## config.mk

```make
export PLATFORM = sky130hd
export DESIGN_NAME = cla_adder
export DESIGN_NICKNAME = d
export VERILOG_FILES = /design/src/rtl/cla_pkg.sv /design/src/rtl/pg_cell.sv /design/src/rtl/cla_unit.sv /design/src/rtl/cla_adder.sv
export SDC_FILE = /design/constraint.sdc
export NUM_CORES = 1
export LEC_CHECK = 0
export ABC_AREA = 0
export BUFFER_PORTS_ARGS = -buffer_cell sky130_fd_sc_hd__buf_4
export CORE_MARGIN = 4
export CORE_UTILIZATION = 46
export DETAILED_ROUTE_END_ITERATION = 16
export PLACE_DENSITY_LB_ADDON = 0.25
export SYNTH_ARGS = -nofsm -noshare
export SYNTH_HDL_FRONTEND = slang
export SYNTH_SLANG_ARGS = --single-unit
```

## constraint.sdc

```tcl
create_clock -name vclk -period 3.3
set_clock_uncertainty 0.15 [all_clocks]
set_input_delay 0.165 -clock vclk [all_inputs]
set_output_delay 0.165 -clock vclk [all_outputs]
set_load 0.05 [all_outputs]
```

## src/rtl/cla_pkg.sv

```systemverilog
package cla_pkg;
  // Width of one first-level look-ahead slice.
  localparam int SLICE_BITS = 4;
  // Default adder width.
  localparam int ADDER_BITS = 16;
endpackage

```

## src/rtl/pg_cell.sv

```systemverilog
module pg_cell #(
  parameter int W = 16
) (
  input  logic [W-1:0] a_i,
  input  logic [W-1:0] b_i,
  output logic [W-1:0] gen_o,
  output logic [W-1:0] prop_o
);
  always_comb begin
    gen_o  = a_i & b_i;
    prop_o = a_i ^ b_i;
  end

  // A bit never both generates and propagates.
  always_comb begin
    p_gen_prop_exclusive_r1: assert ((gen_o & prop_o) == '0)
      else $error("generate and propagate both set");
  end
endmodule

```

## src/rtl/cla_unit.sv

```systemverilog
module cla_unit #(
  parameter int N = 4
) (
  input  logic [N-1:0] prop_i,
  input  logic [N-1:0] gen_i,
  input  logic         cin_i,
  output logic [N-1:0] carry_o,
  output logic         cout_o,
  output logic         grp_prop_o,
  output logic         grp_gen_o
);
  logic [N:0] carry;

  // Every carry is a flat sum of products from cin_i; none uses a lower carry.
  always_comb begin
    logic acc;
    logic prod;
    for (int i = 0; i <= N; i++) begin
      acc = cin_i;
      for (int k = 0; k < i; k++) acc = acc & prop_i[k];
      for (int j = 0; j < i; j++) begin
        prod = gen_i[j];
        for (int k = j + 1; k < i; k++) prod = prod & prop_i[k];
        acc = acc | prod;
      end
      carry[i] = acc;
    end
  end

  always_comb begin
    logic term;
    grp_prop_o = &prop_i;
    grp_gen_o  = 1'b0;
    for (int j = 0; j < N; j++) begin
      term = gen_i[j];
      for (int k = j + 1; k < N; k++) term = term & prop_i[k];
      grp_gen_o = grp_gen_o | term;
    end
  end

  assign carry_o = carry[N-1:0];
  assign cout_o  = carry[N];

  // Local carry relations between neighbouring product terms.
  always_comb begin
    for (int i = 0; i < N; i++) begin
      if (gen_i[i]) begin
        p_gen_forces_carry_r3: assert (carry[i+1])
          else $error("generate did not force carry");
      end
      if (!gen_i[i] && !prop_i[i]) begin
        p_kill_clears_carry_r3: assert (!carry[i+1])
          else $error("kill did not clear carry");
      end
      if (prop_i[i] && !gen_i[i]) begin
        p_prop_passes_carry_r3: assert (carry[i+1] == carry[i])
          else $error("propagate did not pass carry");
      end
    end
    if (grp_prop_o) begin
      p_group_prop_pass_r4: assert (cout_o == cin_i)
        else $error("group propagate did not pass carry");
    end
  end
endmodule

```

## src/rtl/cla_adder.sv

```systemverilog
module cla_adder #(
  parameter int WIDTH = cla_pkg::ADDER_BITS,
  parameter int SLICE = cla_pkg::SLICE_BITS
) (
  input  logic [WIDTH-1:0] operand_a,
  input  logic [WIDTH-1:0] operand_b,
  input  logic             carry_in,
  output logic [WIDTH-1:0] sum,
  output logic             carry_out
);
  localparam int NBLK = WIDTH / SLICE;

  logic [WIDTH-1:0] bit_gen;
  logic [WIDTH-1:0] bit_prop;
  logic [WIDTH-1:0] bit_carry;
  logic [NBLK-1:0]  blk_gen;
  logic [NBLK-1:0]  blk_prop;
  logic [NBLK-1:0]  blk_cin;
  logic [NBLK-1:0]  blk_cout;
  logic             top_prop;
  logic             top_gen;

  pg_cell #(.W(WIDTH)) u_pg (
    .a_i    (operand_a),
    .b_i    (operand_b),
    .gen_o  (bit_gen),
    .prop_o (bit_prop)
  );

  // First level: one look-ahead unit per slice.
  for (genvar s = 0; s < NBLK; s++) begin : g_slice
    cla_unit #(.N(SLICE)) u_slice (
      .prop_i     (bit_prop[s*SLICE +: SLICE]),
      .gen_i      (bit_gen[s*SLICE +: SLICE]),
      .cin_i      (blk_cin[s]),
      .carry_o    (bit_carry[s*SLICE +: SLICE]),
      .cout_o     (blk_cout[s]),
      .grp_prop_o (blk_prop[s]),
      .grp_gen_o  (blk_gen[s])
    );
  end

  // Second level: block carries from group terms.
  cla_unit #(.N(NBLK)) u_level2 (
    .prop_i     (blk_prop),
    .gen_i      (blk_gen),
    .cin_i      (carry_in),
    .carry_o    (blk_cin),
    .cout_o     (carry_out),
    .grp_prop_o (top_prop),
    .grp_gen_o  (top_gen)
  );

  assign sum = bit_prop ^ bit_carry;

  always_comb begin
    logic [WIDTH:0] ref_total;
    ref_total = {1'b0, operand_a} + {1'b0, operand_b} + {{WIDTH{1'b0}}, carry_in};
    p_sum_matches_r2: assert ({carry_out, sum} == ref_total)
      else $error("sum mismatch");
    for (int s = 0; s + 1 < NBLK; s++) begin
      p_slice_cout_handoff_r10: assert (blk_cout[s] == blk_cin[s+1])
        else $error("slice carry handoff mismatch");
    end
    p_top_slice_cout_r10: assert (blk_cout[NBLK-1] == carry_out)
      else $error("top slice carry mismatch");
    if (top_gen) begin
      p_top_gen_carry_r6: assert (carry_out)
        else $error("group generate without carry-out");
    end
    if (top_prop) begin
      p_full_prop_r8: assert (carry_out == carry_in)
        else $error("full propagate did not pass carry-in");
    end
  end
endmodule

```

==> results of run 1 <==
## layer usage
metal,part of all wire,global-route usage,up-vias
li1,-,-,389
met1,0.32,0.2075,361
met2,0.58,0.4808,40
met3,0.080,0.02372,4
met4,0.017,0.04545,0
met5,0,0,-
## cell type report
type | count | area, um2 | share of cell area
well taps | 15 | 18.77 | 0.01775
repair buffers | 50 | 375.4 | 0.3550
multi-input cells | 79 | 663.1 | 0.6272
## kinds of logic (layout without fill, tap and decap cells)
family                     count (synthesis)  after routing
and+or+nand+nor                           25             25
xor gates and xnor gates                   8              8
buffers and inverters                      0             50
adders and majority gates                 24             24
AOI/OAI and AO/OA                         22             22
## how the worst min path moves through the flow
stage / from / endpoint / slack (ps) / cells after the start
floorplan: operand_b[1] / sum[1] / 610 / 2
global placement: operand_b[4] / sum[4] / 610 / 3
detailed placement: operand_b[12] / sum[12] / 610 / 3
CTS: operand_b[12] / sum[12] / 610 / 3
global route: operand_b[12] / sum[12] / 630 / 3
finish: operand_b[12] / sum[12] / 610 / 3
## stage by stage
step	instances	power, mW
after floorplan	79	0.2545
after global placement	144	0.3565
after detailed placement	144	0.3684
after CTS	144	0.3694
after global routing	144	0.3921
final	144	0.3680
## power breakdown
part           switching (mW)  internal, mW  leakage, nW  total (mW)
logic                   0.237         0.131        0.555       0.368
clock network               0             0            0           0
registers                   0             0            0           0
total                   0.237         0.131        0.555       0.368
## layout by cell type (no fill, tap or decap)
cell type | synthesis | routed
nand2_1 | 3 | 3
xor2_1 | 4 | 4
or2b_1 | 1 | 1
nor3_1 | 5 | 5
o21ai_1 | 2 | 2
a21o_1 | 2 | 2
and4_1 | 1 | 1
xnor2_1 | 4 | 4
o21a_1 | 8 | 8
a21oi_1 | 7 | 7
nor2_1 | 12 | 12
o21ai_0 | 1 | 1
o31ai_2 | 1 | 1
nor2b_1 | 1 | 1
buf_4 | 0 | 50
or3_1 | 1 | 1
fa_1 | 4 | 4
ha_1 | 20 | 20
nand3_1 | 1 | 1
a221o_1 | 1 | 1
==> flow_summary.json, run 1 <==
{
  "fp.dieW_um": 45.97,
  "tightest_slew_ps": 348.7,
  "peakVddDrop_mv": 0.1841,
  "design.die.area_mm2": 0.002113,
  "setup_violations": 0,
  "drt-pass1-iter-count": 4,
  "synth_fa_ha_area_frac": 0.4981,
  "yosysTopAreaCellShare": 0.3774,
  "synth_top_family_by_area": "adder cells",
  "finalHoldWorstSlack_ps": 609.8,
  "cp.depth": 12,
  "place_hpwl_um": 1996,
  "fin_nets": 188,
  "synth_compound_area_frac": 0.2226,
  "setup_slack_ps": 612.4,
  "relSlewSlack": 0.7675,
  "timing.final.crit_period_ps": 2688,
  "die_h_um": 45.97,
  "yosysMostFrequentCell": "ha_1",
  "nFillCells": 107,
  "hold_violations": 0,
  "crit_required_ps": 2980,
  "cp-end-kind": "output port",
  "io_pins": 50,
  "yosysWarnings": 0,
  "drc": 0,
  "netlist_area_um2": 663.1,
  "placed_area_mm2": 0.001057,
  "io_buffers": 50,
  "grt_pass1_wl_um": 3525,
  "post-cts-setup-buffer-count": 0,
  "syn_inst": 79,
  "crit_type": "input pin to output port",
  "post-place-ws_ps": 659.1,
  "coreArea_mm2": 0.001334,
  "setup_tns_ps": 0,
  "finalCritPeriodShare": 0.8144,
  "final_util": 0.7927,
  "max_freq_ghz": 0.3721,
  "n_clock_buffer": 0,
  "hold_class": "input pin to output port",
  "cp_top_family": "compound AO/OA/AOI/OAI gates",
  "drt_first_iter_violations": 2,
  "crit_path_start_kind": "input pin",
  "register_area_um2": 0,
  "drtAntennaViolNets": 0,
  "drive_gt1_frac": 0.3953,
  "synth.net_count": 136,
  "row_count": 13,
  "postSynthAreaPerCell_um2": 8.394,
  "cts_resized": 0,
  "fin_area_mm2": 0.001057,
  "synth-simple-area-share": 0.1736,
  "startpoint": "operand_a[0]",
  "synth.area.mux_share": 0,
  "cpPeakStageDelay_ps": 310,
  "cp_slowest_cell": "ha_1",
  "yosysUniqueCellTypes": 19,
  "worst_ep_arrival_time_ps": 2370,
  "rsz0062_at_grt": "no",
  "cp_cell_sequence": "buf_4, ha_1, a21oi_1, nor2_1, o31ai_2, or2b_1, ha_1, o21a_1, o21a_1, nor2_1, xnor2_1, buf_4",
  "syn_to_final_growth_pct": 59.43,
  "power_per_cell_area_mw_per_mm2": 348.1,
  "crit_fanout": 2,
  "n_antenna_cell": 0,
  "synth_common_cells": "ha_1 (20), nor2_1 (12), o21a_1 (8)",
  "wl_um": 2153,
  "grt_max_degree": 5,
  "crit_buf_inv": 2,
  "vias": 794,
  "start_util": 0.4972,
  "routedWlPerCell_um": 14.95,
  "synthXorXnorAreaFrac": 0.1057,
  "seq_cell_count": 0,
  "status": "completed",
  "p_leak_nw": 0.5554,
  "antenna_found_initial": 0,
  "yosysTopAreaCell": "ha_1",
  "ys_seq_area_frac": 0,
  "maxCapViolations": 0,
  "viasPerCell": 5.514,
  "grt.overflow.total": 0,
  "yosys-top-cells-area": "ha_1 (38%), fa_1 (12%), o21a_1 (9.1%)",
  "grt_use_total": 0.2212,
  "hold_buffers": 0,
  "endpoint": "sum[11]",
  "drv_slew": 0,
  "grt_pass1_vias": 870,
  "gp_congestion": 0.8090
}
No activity file was read; power rests on OpenSTA's default activity.
==> inputs of run 2 (changes only) <==
--- a/config.mk
+++ b/config.mk
@@ -8,7 +8,7 @@
 export ABC_AREA = 0
 export BUFFER_PORTS_ARGS = -buffer_cell sky130_fd_sc_hd__buf_4
 export CORE_MARGIN = 4
-export CORE_UTILIZATION = 46
+export CORE_UTILIZATION = 43
 export DETAILED_ROUTE_END_ITERATION = 16
 export PLACE_DENSITY_LB_ADDON = 0.25
 export SYNTH_ARGS = -nofsm -noshare
==> constraint.sdc (replaced) <==
create_clock -name vclk -period 2.5
set_clock_uncertainty 0.15 [all_clocks]
set_input_delay 0.125 -clock vclk [all_inputs]
set_output_delay 0.125 -clock vclk [all_outputs]
set_load 0.05 [all_outputs]
==> run 2 against run 1 <==
The flow now finishes with violations (negative setup slack). Die area grew 5.7%. Non-clock buffer count grew 7. Final cell count grew 4.9%. Power grew 52%. Core utilization grew 11 points. Setup slack lost 690 ps. Clock-buffer cell count is the same. Routed wire length grew 30%. Critical endpoint is now sum[15]. Largest power group unchanged.
==> flow_summary.json, run 2 (synthesized netlist as in run 1, its figures left out) <==
{
  "grt_use_total": 0.1764,
  "hold_buffers": 0,
  "gp_congestion": 0.8347,
  "seq_cell_count": 0,
  "n_clock_buffer": 0,
  "setup_slack_ps": -79.97,
  "grt_pass1_vias": 797,
  "fp.dieW_um": 47.27,
  "cp-end-kind": "output port",
  "antenna_found_initial": 0,
  "timing.final.crit_period_ps": 2580,
  "syn_to_final_growth_pct": 88.11,
  "worst_ep_arrival_time_ps": 2300,
  "fin_nets": 195,
  "drtAntennaViolNets": 0,
  "die_h_um": 47.27,
  "setup_tns_ps": -111.3,
  "failed_checks": "negative setup slack",
  "cp_cell_sequence": "buf_4, ha_1, o21ai_1, a21oi_1, nor3_1, a21oi_1, ha_1, o21a_1, o21a_1, nor2_2, xnor2_2, buf_6",
  "final_common_cell": "buf_4",
  "crit_type": "input pin to output port",
  "finalCritPeriodShare": 1.032,
  "viasPerCell": 5.921,
  "io_buffers": 50,
  "design.die.area_mm2": 0.002234,
  "wl_um": 2796,
  "max_freq_ghz": 0.3876,
  "p_sw_mw": 0.3464,
  "routedWlPerCell_um": 18.52,
  "switching_share": 0.6177,
  "nFillCells": 62,
  "pwr-share-seq": 0,
  "post-cts-setup-buffer-count": 0,
  "placed_area_mm2": 0.001127,
  "place_hpwl_um": 1683,
  "peakVddDrop_mv": 0.2979,
  "n_antenna_cell": 0,
  "p_leak_nw": 0.6093,
  "startpoint": "operand_a[10]",
  "cp_slowest_cell": "ha_1",
  "hold_class": "input pin to output port",
  "status": "finished, violations left",
  "drt_first_iter_violations": 25,
  "maxCapViolations": 0,
  "drive_gt1_frac": 0.5368,
  "tightest_slew_ps": 397.3,
  "start_util": 0.4796,
  "mostFrequentLayoutCells": "buf_4 (53), ha_1 (15), o21a_1 (8), nor2_1 (8)",
  "endpoint": "sum[15]",
  "power_per_cell_area_mw_per_mm2": 449.6,
  "final_util": 0.9023,
  "coreArea_mm2": 0.001383,
  "drt-pass1-iter-count": 4,
  "vias": 894,
  "crit_fanout": 3,
  "grt_max_degree": 5,
  "row_count": 13,
  "hold_violations": 0,
  "cpPeakStageDelay_ps": 320,
  "comb_power_share": 1.000,
  "clockPowerShare": 0,
  "post-place-ws_ps": -19.95,
  "crit_required_ps": 2230,
  "relSlewSlack": 0.7331,
  "rsz0062_at_grt": "yes",
  "crit_path_start_kind": "input pin",
  "intPower_mw": 0.2144,
  "drc": 0,
  "grt.overflow.total": 0,
  "fin_area_mm2": 0.001247,
  "setup_violations": 3,
  "grt_pass1_wl_um": 3008,
  "multi_input_area_um2": 782.0,
  "drv_slew": 0,
  "register_area_um2": 0,
  "io_pins": 50
}
## run 2: critical path, delay by kind of cell
family	cells	cell delay, ps
compound gates	5	870
fa+ha+maj	2	530
simple gates	2	360
buf+inv	2	280
xor+xnor	1	130
## run 2: layer usage
metal,up-vias,share of wire,GRT usage
li1,405,-,-
met4,0,0.024,0.02210
met3,8,0.069,0.003831
met1,428,0.35,0.2240
met5,-,0,0
met2,53,0.56,0.3342
## run 2: metrics by stage
| stage | power, mW | cells | hold slack [ps] |
|---|---|---|---|
| 2_1_floorplan | 0.3432 | 79 | 487.9 |
| 5_1_grt | 0.5865 | 151 | 550.3 |
| 3_3_place_gp | 0.4949 | 151 | 531.3 |
| 6_report | 0.5609 | 151 | 537.2 |
| 4_1_cts | 0.5127 | 151 | 536.6 |
| 3_5_place_dp | 0.5032 | 151 | 531.9 |
## run 2: cell type report
| type | instances | share of cell area |
|---|---|---|
| multi-input combinational | 79 | 0.6269 |
| timing repair buffer | 57 | 0.3581 |
| tap | 15 | 0.01505 |
## run 2: worst min path at each step
stage	start	to	slack (ps)	cells after the start
2_1_floorplan	operand_b[15]	sum[15]	490	2
3_5_place_dp	operand_b[0]	sum[0]	530	3
3_3_place_gp	operand_b[4]	sum[4]	530	3
5_1_grt	operand_b[8]	sum[8]	550	3
4_1_cts	operand_b[12]	sum[12]	540	3
6_report	operand_b[8]	sum[8]	540	3
## run 2: power by group through the flow
| stage | clock (mW) | sequential (mW) | combinational, mW |
|---|---|---|---|
| finish | 0 | 0 | 0.561 |
| global route | 0 | 0 | 0.587 |
| CTS | 0 | 0 | 0.513 |
| detailed placement | 0 | 0 | 0.503 |
| global placement | 0 | 0 | 0.495 |
| floorplan | 0 | 0 | 0.343 |
## run 2: timing repair
item	4_1_cts	5_1_grt
resized for setup	3	18
endpoints found under the setup margin	2	5
pin swaps	3	10
endpoints found under the hold margin	0	0
